[src/rtl/ovf_pkg.sv]
package ovf_pkg;

    typedef enum logic [1:0] {
        SPD_SINGLE = 2'b00,
        SPD_DOUBLE = 2'b01,
        SPD_QUAD   = 2'b10,
        SPD_RSVD   = 2'b11
    } speed_e;

    // bit-clock falls between a frame-clock change and the flag update
    localparam logic [1:0] OFS_LJ  = 2'd1;
    localparam logic [1:0] OFS_I2S = 2'd2;
    localparam logic [1:0] SINCE_IDLE = 2'd3;

    typedef struct packed {
        logic       lr;
        logic [1:0] since;
    } frame_st_t;

endpackage

[src/rtl/ovf_hold_timer.sv]
module ovf_hold_timer
    import ovf_pkg::*;
#(
    parameter int unsigned HOLD_LOG2 = 15
) (
    input  logic       clk,
    input  logic       rst,
    input  logic       ovr_any,
    input  logic       sample_tick,
    input  logic [1:0] speed_mode,
    output logic       hold_o
);
    localparam int unsigned CW = HOLD_LOG2 + 3;

    typedef struct packed {
        logic          active;
        logic [CW-1:0] cnt;
    } hold_st_t;

    hold_st_t      s_d, s_q;
    logic [CW-1:0] last_cnt;
    speed_e        spd;

    always_comb begin
        spd = speed_e'(speed_mode);
        case (spd)
            SPD_SINGLE: last_cnt = (CW'(1) << HOLD_LOG2) - CW'(1);
            SPD_DOUBLE: last_cnt = (CW'(1) << (HOLD_LOG2 + 1)) - CW'(1);
            default:    last_cnt = (CW'(1) << (HOLD_LOG2 + 2)) - CW'(1);
        endcase
    end

    always_comb begin
        s_d = s_q;
        if (ovr_any) begin
            s_d.active = 1'b1;
            s_d.cnt    = '0;
        end else if (s_q.active && sample_tick) begin
            if (s_q.cnt == last_cnt) begin
                s_d.active = 1'b0;
                s_d.cnt    = '0;
            end else begin
                s_d.cnt = s_q.cnt + CW'(1);
            end
        end
    end

    always_ff @(posedge clk) begin
        if (rst) s_q <= '0;
        else     s_q <= s_d;
    end

    assign hold_o = s_q.active;


    ovr_sets_hold_chk: assert property (@(posedge clk) disable iff (rst)
        ovr_any |=> (hold_o && s_q.cnt == '0));


    hold_ends_on_tick_chk: assert property (@(posedge clk) disable iff (rst)
        (hold_o && !ovr_any && !sample_tick) |=> hold_o);


    restart_clears_count_chk: assert property (@(posedge clk) disable iff (rst)
        (hold_o && ovr_any) |=> (s_q.cnt == '0));

endmodule

[src/rtl/ovf_frame_track.sv]
module ovf_frame_track
    import ovf_pkg::*;
(
    input  logic clk,
    input  logic rst,
    input  logic sclk_fall,
    input  logic lrck,
    input  logic fmt_i2s,
    output logic upd_o
);
    frame_st_t  s_d, s_q;
    logic [1:0] target;

    always_comb begin
        target = fmt_i2s ? OFS_I2S : OFS_LJ;
        s_d    = s_q;
        upd_o  = 1'b0;
        if (sclk_fall) begin
            if (lrck != s_q.lr) begin
                s_d.lr    = lrck;
                s_d.since = 2'd0;
            end else if (s_q.since != SINCE_IDLE) begin
                s_d.since = s_q.since + 2'd1;
                upd_o     = (s_q.since + 2'd1) == target;
            end
        end
    end

    always_ff @(posedge clk) begin
        if (rst) begin
            s_q.lr    <= 1'b0;
            s_q.since <= SINCE_IDLE;
        end else begin
            s_q <= s_d;
        end
    end


    upd_needs_fall_chk: assert property (@(posedge clk) disable iff (rst)
        upd_o |-> (sclk_fall && $stable(lrck)));


    lj_no_upd_on_edge_chk: assert property (@(posedge clk) disable iff (rst)
        (sclk_fall && lrck != s_q.lr) |-> !upd_o);

endmodule

[src/rtl/ovf_mux_flag.sv]
module ovf_mux_flag
    import ovf_pkg::*;
#(
    parameter int unsigned HOLD_LOG2 = 15
) (
    input  logic       clk,
    input  logic       rst,
    input  logic       ovr_left,
    input  logic       ovr_right,
    input  logic       sample_tick,
    input  logic [1:0] speed_mode,
    input  logic       sclk_fall,
    input  logic       lrck,
    input  logic       fmt_i2s,
    output logic       ovfl_n
);
    logic hold;
    logic upd;
    logic flag_d, flag_q;

    ovf_hold_timer #(.HOLD_LOG2(HOLD_LOG2)) u_timer (
        .clk         (clk),
        .rst         (rst),
        .ovr_any     (ovr_left | ovr_right),
        .sample_tick (sample_tick),
        .speed_mode  (speed_mode),
        .hold_o      (hold)
    );

    ovf_frame_track u_track (
        .clk       (clk),
        .rst       (rst),
        .sclk_fall (sclk_fall),
        .lrck      (lrck),
        .fmt_i2s   (fmt_i2s),
        .upd_o     (upd)
    );

    always_comb begin
        flag_d = flag_q;
        if (upd) flag_d = ~hold;
    end

    always_ff @(posedge clk) begin
        if (rst) flag_q <= 1'b1;
        else     flag_q <= flag_d;
    end

    assign ovfl_n = flag_q;


    flag_still_off_fall_chk: assert property (@(posedge clk) disable iff (rst)
        !sclk_fall |=> $stable(ovfl_n));


    flag_low_when_held_chk: assert property (@(posedge clk) disable iff (rst)
        (upd && hold) |=> !ovfl_n);

endmodule

[config.mk]
export PLATFORM = sky130hd
export DESIGN_NAME = ovf_mux_flag
export DESIGN_NICKNAME = d
export VERILOG_FILES = /design/src/rtl/ovf_pkg.sv /design/src/rtl/ovf_hold_timer.sv /design/src/rtl/ovf_frame_track.sv /design/src/rtl/ovf_mux_flag.sv
export SDC_FILE = /design/constraint.sdc
export NUM_CORES = 1
export LEC_CHECK = 0
export ABC_AREA = 1
export BUFFER_PORTS_ARGS = -buffer_cell sky130_fd_sc_hd__clkbuf_2
export CORE_ASPECT_RATIO = 1.75
export CORE_MARGIN = 3
export CORE_UTILIZATION = 30
export CTS_CLUSTER_SIZE = 28
export DETAILED_ROUTE_END_ITERATION = 8
export PLACE_DENSITY = 0.53
export SLEW_MARGIN = 0
export SYNTH_ARGS = -nofsm -noshare
export SYNTH_HDL_FRONTEND = slang
export SYNTH_SLANG_ARGS = --single-unit
[constraint.sdc]
create_clock -name clk -period 2.85 [get_ports clk]
set_input_delay 0.57 -clock clk [delete_from_list [all_inputs] [get_ports clk]]
set_output_delay 0.57 -clock clk [all_outputs]
set_load 0.01 [all_outputs]
=== Word level (Yosys, flattened, before mapping) ===
Cells that the tools add are included.

* Register bits after elaboration: 23
* Latch bits: 0
* RAM bits: 0
* Bits in read-only memories: 0
* Bits of input ports: 10
* Output and inout bits: 1
* Memories: 0

* $add $sub $neg: 2
* Multipliers: 0
* Div/mod/pow operators: 0
* $lt $le $gt $ge: 0
* Equality and inequality tests: 5
* Shifts and indexed selects: 0
* Multiplexer cells: 11
* Bitwise logic cells: 2
* Reduce and logical (&&, ||, !) cells: 9

{| class="wikitable"
|+ Operators with widths
! cell !! count
|-
| two-way mux 19 bit || 2
|-
| one-hot mux 17 bit (2 select lines) || 1
|-
| adder 18 x 1 -> 18 bit (second input constant) || 1
|-
| equality test 18 x 17 -> 1 bit || 1
|-
| two-way mux 18 bit || 1
|-
| two-way mux 2 bit || 3
|-
| AND reduction 2 bit || 3
|-
| nonzero test 2 bit || 3
|-
| two-way mux 1 bit || 4
|-
| adder 2 x 1 -> 2 bit (second input constant) || 1
|-
| equality test 2 x 1 -> 1 bit (second input constant) || 1
|-
| equality test 2 bit || 1
|-
| zero test 2 bit || 1
|-
| != test 2 bit (second input constant) || 1
|-
| OR reduction 2 bit || 1
|-
| logical AND 1 bit || 1
|-
| != test 1 bit || 1
|-
| inverter 1 bit || 1
|-
| bitwise OR 1 bit || 1
|}

=== Logic depth before layout (Yosys ltp) ===
* Depth after elaboration: 6
* Gate-level depth with buffers: 9
* Mapped depth without buffers: 9

=== By module ===
A second synthesis with hierarchy kept.

* Cell total of the unflattened synthesis: 192
* Area total of the unflattened synthesis: 1311.3 um^2

{| class="wikitable"
|+ By module, submodules not included
! module !! instances !! cells each !! area an instance (um^2)
|-
| ovf_hold_timer || 1 || 151 || 1059.8
|-
| ovf_frame_track || 1 || 33 || 201.4
|-
| ovf_mux_flag || 1 || 8 || 50.0
|}

=== Worst setup path after synthesis ===
OpenSTA, ideal clock, no wires.

* Kind: input-to-reg
* From: input port sample_tick
* To: register u_timer.s_q[17] in the netlist's numbering
* Library setup time: 0.114 ns
* Data arrival time: 1.256 ns
* Required time: 2.736 ns
* Path slack: 1.480 ns
* Stages on the path: 7
* Cell sequence: nand2_2 nor2_4 nand3_4 nor2_2 nor2_2 nand2_1 nor2_2

* Word-level cells in the longest chain between the ends: 1

{| class="wikitable"
|+ Ends and longest elaborated chain
! item !! line !! source
|-
| start: declaration || ovf_mux_flag.sv:10 || <nowiki>input logic sample_tick,</nowiki>
|-
| logical AND 1 bit || ovf_hold_timer.sv:38 || <nowiki>end else if (s_q.active && sample_tick) begin</nowiki>
|-
| end signal: assignment || ovf_hold_timer.sv:49 || <nowiki>if (rst) s_q <= '0;</nowiki>
|-
| end signal: assignment || ovf_hold_timer.sv:50 || <nowiki>else s_q <= s_d;</nowiki>
|-
| end: declaration || ovf_hold_timer.sv:20 || <nowiki>hold_st_t s_d, s_q;</nowiki>
|}

Every way passes these cells.
A chain may end at the register's enable or synchronous reset.

=== Worst setup path in the final report ===
* From: register u_timer.s_q[0] in the netlist's numbering
* To: register u_timer.s_q[15] in the netlist's numbering

* Word-level cells in the longest chain between the ends: 2
* Elaborated cells between the ends (all ways): 3

{| class="wikitable"
|+ Ends and longest elaborated chain
! item !! line !! source
|-
| adder 18 x 1 -> 18 bit or equality test 18 x 17 -> 1 bit (tied branches) || ovf_hold_timer.sv:43, ovf_hold_timer.sv:39 ||
|-
| two-way mux 18 bit * || ovf_hold_timer.sv:39 || <nowiki>if (s_q.cnt == last_cnt) begin</nowiki>
|}

Every way passes the cells marked *; elsewhere a longest branch is shown, timed or not.

==> qor.yml <==
placed_design:
  io_buffers: 10
  placed_area_um2: 1420
  placed_cells: 247
  dp_hpwl_mm: 2.25
  finalWeightedCongestion: 0.779
critical_path:
  crit_arrival_ps: 1610
  path_cells: "ha_1 > nand3_2 > nor2_4 > nand3_4 > nor2_2 > nor2_2 > nand2_1 > nor2_2"
  cp-start-kind: "flop"
  crit_type: "reg -> reg"
  cp_slowest_cell: "dfxtp_1"
  crit_buf_inv: 0
  crit_path_frequent_cell: "nor2_2"
  required_ps: 3010
  critical_path.top_delay_family: "simple AND/OR/NAND/NOR gates"
  path_max_fanout: 7
  slowest_delay_ps: 390
  rrSetupSlack_ps: 1400
  cp-end-kind: "flop"
power:
  sw_frac_of_total_pct: 23.7
  clockPowerShare_pct: 34.8
  internal-power_mw: 0.446
  power_leakage_nw: 0.597
  seqPwrFrac_pct: 56.8
  switchingPower_mw: 0.139
  power.density_nw_per_um2: 399
  ir_drop_uv: 175
  p_comb_share_pct: 8.4
logic_synthesis:
  synth-compound-area-share_pct: 6.30
  synth_top_family_by_area: "simple AND/OR/NAND/NOR gates"
  synth_fa_ha_area_share_pct: 1.91
  synth.cell_area_um2: 1310
  synth_mux_area_share_pct: 0
  synth_seq_cells: 23
  ys_types: 26
  yosysSeqAreaShare_pct: 35.1
  synth-simple-area-share_pct: 43.9
  syn-instance-count: 188
  syn_area_per_cell_um2: 6.97
  mappedNetlistNets: 200
  yosysWarningCount: 0
  yosys.area_share.xor_xnor_pct: 5.34
timing:
  max_freq_mhz: 689
  fin_crit_sh_pct: 50.9
  slew_headroom_pct: 78.2
  worst_pin_slew_ps: 325
  finalSetupTns_ps: 0
  fin_skew_ps: 3.50
  fin_crit_ps: 1450
  finalHoldViolCount: 0
  rsz0062_at_grt: "no"
  finalMaxSlewViolations: 0
  hold_slack_ps: 473
  setup_viol: 0
clock_tree:
  cts_tree: "built"
  cts_buffers: 3
  clk_path_buf_depth: 2
  cts_resized: 0
  clockRootBuffer: "clkbuf_8"
  clk_latency_ps: 260
  clk_pin_slew_ps: 80
  postCtsHoldBufs: 0
  cts_sinks: 23
  cts_setup_buffers: 0
  htree_levels: 1
die:
  rows: 31
  die_w_um: 56.0
  die_h_um: 93.5
  dieArea_um2: 5230
  start_util_pct: 31.3
  coreArea_um2: 4190
  io-pin-count: 11
routing:
  wl_per_cell_um: 11.1
  drt_iter0_markers: 27
  drt-vias-per-instance: 4.56
  drcViolationCount: 0
  firstDrtPassIters: 4
  postRouteAntennaNets: 0
  vias: 1145
  routed_wl_mm: 2.79
grt:
  grt_max_degree: 13
  antenna_found_initial: 0
  grt_pass1_vias: 1154
  grt_pass1_wl_mm: 4.91
  grtUsageTotal_pct: 12.0
  grt_remaining_overflow: 0
layout:
  area_growth_pct: 11.9
  fin_nets: 215
  drive_gt1_share_pct: 20.3
  n_fill_cell: 465
  stdcell_count: 251
  diodes: 0
  final_area_um2: 1470
hold_path:
  hold_class: "reg -> reg"
flow_run:
  cap_violations: 0
run_status:
  status: "completed"
tightest hold or removal path, cell delays in order (launching register included):
cell and delay, ps:
dfxtp_1 340, nand2_1 50, nand3_1 50
final cells by class:
cell class | count | area (um^2) | share of cell area, %
clock buffers | 4 | 45.0 | 3.07
inverters | 26 | 97.6 | 6.65
multi-input cells | 139 | 753 | 51.3
flip-flops and latches | 23 | 460 | 31.4
well taps | 49 | 61.3 | 4.18
repair buffers | 10 | 50.0 | 3.41
stage by stage:
step           total power [mW]  setup WS (ps)  util [%]
6_report                  0.585           1400      35.0
5_1_grt                   0.617           1250      35.0
4_1_cts                   0.594           1370      35.0
3_5_place_dp              0.390           1240      34.0
3_3_place_gp              0.389           1240      34.0
2_1_floorplan             0.372           1480         -
placed cells by master (no fill, tap or decap), drive strengths merged:
master,synthesis,routed
nand3,11,11
a21oi,4,4
nand2,55,55
nor2,32,32
xnor2,3,3
o21bai,2,2
o21ai,8,8
nand3b,2,2
nand4,4,4
or2,2,2
xor2,5,5
inv,26,26
clkbuf,0,14
dfxtp,23,23
nor3,8,8
ha,2,2
o211ai,1,1
flip-flops by register name, indices dropped and copies added, names as in the netlist:
signal	flops
u_track.s_q	3
u_timer.hold_o	1
ovfl_n	1
u_timer.s_q	18
power groups by stage:
stage,sequential [mW],clock (mW),combinational (mW)
2_1_floorplan,0.339,0,0.0330
3_3_place_gp,0.340,0,0.0491
3_5_place_dp,0.340,0,0.0494
4_1_cts,0.332,0.212,0.0498
5_1_grt,0.334,0.227,0.0559
6_report,0.332,0.203,0.0490
kinds of logic (layout without fill, tap and decap cells):
group           count (synthesis)  count (layout)
flops                          23              23
fa+ha+maj                       2               2
xor+xnor                        8               8
buf+inv                        26              40
simple gates                  114             114
compound gates                 15              15
synthesized netlist by cell type:
library cell,n,area [um^2]
a21oi_1,4,20.0
dfxtp_1,23,460
ha_1,2,25.0
inv_1,23,86.3
inv_2,3,11.3
nand2_1,48,180
nand2_2,6,37.5
nand2_4,1,11.3
nand3_1,8,40.0
nand3_2,2,20.0
nand3_4,1,17.5
nand3b_1,2,15.0
nand4_1,4,25.0
nor2_1,22,82.6
nor2_2,8,50.1
nor2_4,2,22.5
nor3_1,5,25.0
nor3_2,2,20.0
nor3_4,1,16.3
o211ai_1,1,7.51
o21ai_0,6,30.0
o21ai_1,2,10.0
o21bai_1,2,15.0
or2_2,2,12.5
xnor2_1,3,26.3
xor2_1,5,43.8
routing by layer:
metal	track usage [%]	vias up	share of wire [%]
li1	-	617	-
met1	12.2	517	41
met2	23.2	9	55
met3	1.24	2	2.1
met4	6.34	0	1.6
met5	0	-	0
path summary, 6_finish.rpt:
kind | start | endpoint | cells past startpoint
max reg2reg | u_timer.s_q[0] | u_timer.s_q[15] | 8
min reg2reg | ovfl_n | ovfl_n | 2
max | u_timer.s_q[0] | u_timer.s_q[15] | 8
min | ovfl_n | ovfl_n | 2
No activity file was read; power rests on OpenSTA's default activity.
